==> src/rtl/pr_pkg.sv <==
package pr_pkg;

   typedef enum logic {
      PR_POLL = 1'b0,
      PR_RESP = 1'b1
   } pr_kind_e;

   localparam int PR_MIN_NODE_W = 2;
   localparam int PR_MAX_NODE_W = 16;

endpackage

==> src/rtl/pr_match.sv <==
module pr_match
   import pr_pkg::*;
#(
   parameter int NODE_W = 8
) (
   input  logic [NODE_W-1:0] node_id,
   input  logic              rx_valid,
   input  logic              rx_kind,
   input  logic [NODE_W-1:0] rx_src,
   input  logic [NODE_W-1:0] rx_dst,
   output logic              hit
);

   logic configured;
   logic for_me;
   logic from_other;
   logic is_poll;

   always_comb begin
      configured = (node_id != '0);
      for_me     = (rx_dst == node_id);
      from_other = (rx_src != node_id);
      is_poll    = (rx_kind == PR_POLL);
      hit        = rx_valid && is_poll && for_me && from_other && configured;
   end

endmodule

==> src/rtl/pr_txslot.sv <==
module pr_txslot
   import pr_pkg::*;
#(
   parameter int NODE_W = 8
) (
   input  logic              clk,
   input  logic              rst_n,
   input  logic              hit,
   input  logic [NODE_W-1:0] own_id,
   input  logic [NODE_W-1:0] poller_id,
   input  logic              tx_ready,
   output logic              tx_valid,
   output logic              tx_kind,
   output logic [NODE_W-1:0] tx_src,
   output logic [NODE_W-1:0] tx_dst,
   output logic              overrun
);

   logic slot_free;
   logic load;
   logic drop;

   always_comb begin
      slot_free = !tx_valid || tx_ready;
      load      = hit && slot_free;
      drop      = hit && !slot_free;
   end

   always_ff @(posedge clk) begin
      if (!rst_n) begin
         tx_valid <= 1'b0;
         tx_kind  <= PR_RESP;
         tx_src   <= '0;
         tx_dst   <= '0;
      end else if (load) begin
         tx_valid <= 1'b1;
         tx_kind  <= PR_RESP;
         tx_src   <= own_id;
         tx_dst   <= poller_id;
      end else if (tx_ready) begin
         tx_valid <= 1'b0;
      end
   end

   always_ff @(posedge clk) begin
      if (!rst_n) begin
         overrun <= 1'b0;
      end else if (drop) begin
         overrun <= 1'b1;
      end
   end

endmodule

==> src/rtl/poll_responder.sv <==
module poll_responder
   import pr_pkg::*;
#(
   parameter int NODE_W = 8
) (
   input  logic              clk,
   input  logic              rst_n,
   input  logic [NODE_W-1:0] node_id,
   input  logic              rx_valid,
   input  logic              rx_kind,
   input  logic [NODE_W-1:0] rx_src,
   input  logic [NODE_W-1:0] rx_dst,
   output logic              tx_valid,
   input  logic              tx_ready,
   output logic              tx_kind,
   output logic [NODE_W-1:0] tx_src,
   output logic [NODE_W-1:0] tx_dst,
   output logic              overrun
);

   generate
      if (NODE_W < PR_MIN_NODE_W || NODE_W > PR_MAX_NODE_W) begin : g_bad_width
         $error("poll_responder: NODE_W out of supported range");
      end
   endgenerate

   logic hit;

   pr_match #(.NODE_W(NODE_W)) i_match (
      .node_id  (node_id),
      .rx_valid (rx_valid),
      .rx_kind  (rx_kind),
      .rx_src   (rx_src),
      .rx_dst   (rx_dst),
      .hit      (hit)
   );

   pr_txslot #(.NODE_W(NODE_W)) i_slot (
      .clk       (clk),
      .rst_n     (rst_n),
      .hit       (hit),
      .own_id    (node_id),
      .poller_id (rx_src),
      .tx_ready  (tx_ready),
      .tx_valid  (tx_valid),
      .tx_kind   (tx_kind),
      .tx_src    (tx_src),
      .tx_dst    (tx_dst),
      .overrun   (overrun)
   );

endmodule

==> config.mk <==
export PLATFORM = sky130hd
export DESIGN_NAME = poll_responder
export DESIGN_NICKNAME = d
export VERILOG_FILES = /design/src/rtl/pr_pkg.sv /design/src/rtl/pr_match.sv /design/src/rtl/pr_txslot.sv /design/src/rtl/poll_responder.sv
export SDC_FILE = /design/constraint.sdc
export NUM_CORES = 1
export LEC_CHECK = 0
export ABC_AREA = 1
export BUFFER_PORTS_ARGS = -buffer_cell sky130_fd_sc_hd__buf_2
export CAP_MARGIN = 25
export CORE_MARGIN = 10
export CORE_UTILIZATION = 25
export DETAILED_ROUTE_END_ITERATION = 12
export SETUP_SLACK_MARGIN = 0.15
export SYNTH_ARGS = -nofsm -noshare
export SYNTH_HDL_FRONTEND = slang
export SYNTH_SLANG_ARGS = --single-unit
==> constraint.sdc <==
create_clock -name clk -period 2.6 [get_ports clk]
set_input_delay 0.26 -clock clk [delete_from_list [all_inputs] [get_ports clk]]
set_output_delay 0.26 -clock clk [all_outputs]
set_load 0.01 [all_outputs]
==> results.rst <==
.. list-table::
   :header-rows: 1

   * - Metric
     - Value
   * - FMAX
     - 0.772 GHz
   * - Highest fanout seen on the critical path
     - 16
   * - Height of the die
     - 90.0 microns
   * - Post-route ant nets
     - 0
   * - DRC violations left
     - 0
   * - Count of input and output buffers
     - 46
   * - Starting density of the core
     - 25.9%
   * - Vias per cell
     - 3.83
   * - Cell at the slowest stage of the critical path
     - sky130_fd_sc_hd__nand4_4
   * - Number of hold-repair buffers added at the cts stage
     - 0
   * - Total number of nets in the final design
     - 268
   * - Total Routed Length
     - 3390 microns
   * - Clk Latency, worst-skew pair
     - 260 ps
   * - Share of layout cells above drive strength 1
     - 34.5%
   * - Root buffer selected by CTS
     - sky130_fd_sc_hd__clkbuf_8
   * - Number of standard cells after synthesis
     - 193
   * - Startpoint of the most critical hold path
     - rx_src[7]
   * - Status
     - finished, final reports clean
   * - Setup Total Neg Slack
     - 0 ps
   * - Hold worst-path end
     - i_slot.tx_dst[7]$_SDFFE_PN0P_
   * - Worst path cell trace
     - buf_2 > nand2_1 > o21ai_0 > nor2_1 > nand2_1 > nor2_2 > nand4_4 > nor2_1 > nor2_1
   * - Synthesis-stage register bit count
     - 18
   * - Setup slack at placement
     - 1000 ps
   * - Antenna diode count
     - 0
   * - Power Density
     - 405 mW/mm^2
   * - Vias in the first global route
     - 1131
   * - GRT busiest layer
     - met2
   * - Post-layout worst setup margin
     - 1300 ps
   * - Sequential cell area fraction in the yosys report
     - 29.4%
   * - Initial drt markers
     - 60
   * - Met3 demand-to-capacity share in global routing
     - 2.66%
   * - Register-to-register setup slack
     - 1330 ps
   * - I/O pin count
     - 48
   * - Area of the die
     - 0.00810 sq mm
   * - Per-instance average area after synthesis
     - 6.35 sq um
   * - Final-layout fill cell count
     - 523
   * - Placed wire-length estimate
     - 2820 microns
   * - Cell area after synthesis
     - 0.00122 sq mm
   * - Final design utilization
     - 32.7%
   * - Synth cell types
     - 23
   * - R2r startpoint
     - i_slot.tx_valid$_SDFFE_PN0P_
   * - Num rows
     - 25
   * - Total setup violations reported at the end of the flow
     - 0
   * - Placed instance area
     - 0.00149 sq mm
   * - CP max stage delay
     - 260 ps
   * - Number of post-CTS setup repair buffers
     - 0
   * - Post-CTS sizing
     - 0
   * - Initial antenna violation count
     - 0
   * - Wire length of the first global-routing pass
     - 5420 microns
   * - Routed wire per std cell
     - 11.1 microns
   * - Die width
     - 90.0 microns
   * - Global routing met1 resource utilization
     - 10.1%
   * - Congestion Overflow GR
     - 0
   * - Fin crit period
     - 1300 ps
   * - Final hold violations
     - 0
   * - Most used cell, CP
     - sky130_fd_sc_hd__nor2_1
   * - Class of the tightest hold or removal check
     - input port to register
   * - CP required
     - 2750 ps
   * - Type of the setup path with the least slack
     - input port to register
   * - Largest net degree at the start of global routing
     - 18
   * - Setup repair after global routing missed its margin
     - no
   * - Most used cells in the layout excluding fill and tap cells
     - sky130_fd_sc_hd__nand2_1 (52), sky130_fd_sc_hd__buf_2 (46), sky130_fd_sc_hd__nor2_1 (41)
   * - Detailed Routing Iterations Pass 1
     - 4
   * - Clock tree from TritonCTS
     - yes
   * - Global Route met2 Usage
     - 13.2%
   * - Post-route clock period utilization
     - 49.8%
   * - Largest clock skew in the final design
     - 5.86 ps
   * - Total global-route track usage
     - 8.03%
   * - Worst Reg2Reg Path Length in Cells
     - 6
   * - Routed via count
     - 1168
   * - Total nets after synthesis
     - 222
   * - Placeable Area
     - 0.00472 sq mm
   * - Maximum ir drop on the vdd rail
     - 213 uV
   * - Capture instance of the worst register-to-register path
     - i_slot.tx_src[5]$_SDFFE_PN0P_
   * - Synth warn
     - 0
   * - Number of H-tree branching levels
     - 1
   * - Slew Viols, Final
     - 0
   * - Final standard cell area without fillers
     - 0.00155 sq mm
   * - Maxcap violations
     - 0
   * - Area growth from synthesis to final layout
     - 26.3%
   * - RePlAce Congestion
     - 0.830
   * - Most common library cell in the layout ignoring fill and taps
     - sky130_fd_sc_hd__nand2_1
   * - TritonCTS buffer count
     - 3
   * - Buffer depth of the longest clock path
     - 2
   * - Cell depth of the worst hold path
     - 3
   * - Crit start category
     - input port
   * - Total number of clock tree sinks
     - 18
   * - Reported leakage power
     - 0.860 nW
   * - Critical path arrival
     - 1440 ps
   * - Setup crit end kind
     - register
   * - Reg clk slew, reported paths
     - 80 ps
==> final cells by class <==
class	count	area (sq um)	share of cell area (%)
Multi-Input combinational cell	136	689	44.6
Clock buffer	4	55.1	3.56
Tap cell	67	83.8	5.42
Sequential cell	18	360	23.3
Inverter	34	128	8.25
Timing Repair Buffer	46	230	14.9
==> cells by family (layout without fill, tap and decap cells) <==
kind of cell	Yosys count	count (layout)	share of synthesized area (%)
compound gates	3	3	1.43
buf+inv	39	84	14.3
xor+xnor	8	8	5.72
flops	18	18	29.4
simple gates	124	124	48.8
other cells	1	1	0.306
==> synthesized netlist by cell type <==
master / number / area, sq um
sky130_fd_sc_hd__a21oi_1: 1 / 5.00
sky130_fd_sc_hd__buf_4: 1 / 7.51
sky130_fd_sc_hd__buf_6: 2 / 22.5
sky130_fd_sc_hd__clkbuf_1: 1 / 3.75
sky130_fd_sc_hd__clkbuf_8: 1 / 13.8
sky130_fd_sc_hd__conb_1: 1 / 3.75
sky130_fd_sc_hd__dfxtp_1: 18 / 360
sky130_fd_sc_hd__inv_1: 27 / 101
sky130_fd_sc_hd__inv_2: 7 / 26.3
sky130_fd_sc_hd__nand2_1: 52 / 195
sky130_fd_sc_hd__nand2_2: 10 / 62.6
sky130_fd_sc_hd__nand2_4: 2 / 22.5
sky130_fd_sc_hd__nand3_1: 4 / 20.0
sky130_fd_sc_hd__nand3b_1: 1 / 7.51
sky130_fd_sc_hd__nand4_1: 1 / 6.26
sky130_fd_sc_hd__nand4_4: 2 / 42.5
sky130_fd_sc_hd__nor2_1: 41 / 154
sky130_fd_sc_hd__nor2_2: 7 / 43.8
sky130_fd_sc_hd__nor2_4: 3 / 33.8
sky130_fd_sc_hd__nor3_2: 1 / 10.0
sky130_fd_sc_hd__o21ai_0: 1 / 5.00
sky130_fd_sc_hd__o21bai_1: 1 / 7.51
sky130_fd_sc_hd__xnor2_1: 8 / 70.1
==> routing by layer <==
metal / up-vias / wire [microns] / share of wire (%)
li1: 646 / - / -
met1: 491 / 1630 / 48
met2: 29 / 1540 / 45
met3: 2 / 208 / 6.1
met4: 0 / 11 / 0.32
met5: - / 0 / 0
==> sequential cells by signal, indices dropped and copies added (netlist names) <==
name / flops
i_slot.tx_valid: 1
i_slot.tx_dst: 8
i_slot.overrun: 1
i_slot.tx_src: 8
==> power by group <==
| part | switching (mW) | internal, mW |
|---|---|---|
| clock network | 0.108 | 0.135 |
| logic | 0.0625 | 0.0435 |
| registers | 0.000437 | 0.276 |
| total | 0.171 | 0.455 |
==> worst max-delay path by stage <==
stage | from | cells after the start | slack, ps | to
floorplan | rx_dst[7] | 10 | 1350 | i_slot.tx_dst[0]$_SDFFE_PN0P_
global placement | node_id[7] | 9 | 1020 | i_slot.tx_src[5]$_SDFFE_PN0P_
detailed placement | node_id[7] | 9 | 1000 | i_slot.tx_src[5]$_SDFFE_PN0P_
CTS | node_id[7] | 9 | 1270 | i_slot.tx_src[5]$_SDFFE_PN0P_
global route | node_id[7] | 9 | 1180 | i_slot.tx_src[5]$_SDFFE_PN0P_
finish | node_id[7] | 9 | 1300 | i_slot.tx_src[5]$_SDFFE_PN0P_
==> stage by stage <==
step | hold WS (ps) | instances | power (mW)
4_1_cts | 251 | 305 | 0.633
3_5_place_dp | 465 | 301 | 0.391
5_1_grt | 282 | 305 | 0.661
2_1_floorplan | 388 | 193 | 0.348
6_report | 249 | 305 | 0.626
3_3_place_gp | 454 | 301 | 0.391
==> critical path, delay by kind of cell <==
| kind | cells | cell delay, ps |
|---|---|---|
| buffers and inverters | 1 | 130 |
| AND/OR/NAND/NOR | 7 | 960 |
| AO/OA/AOI/OAI | 1 | 90 |
Note: power is estimated with default switching activity, not from simulation.
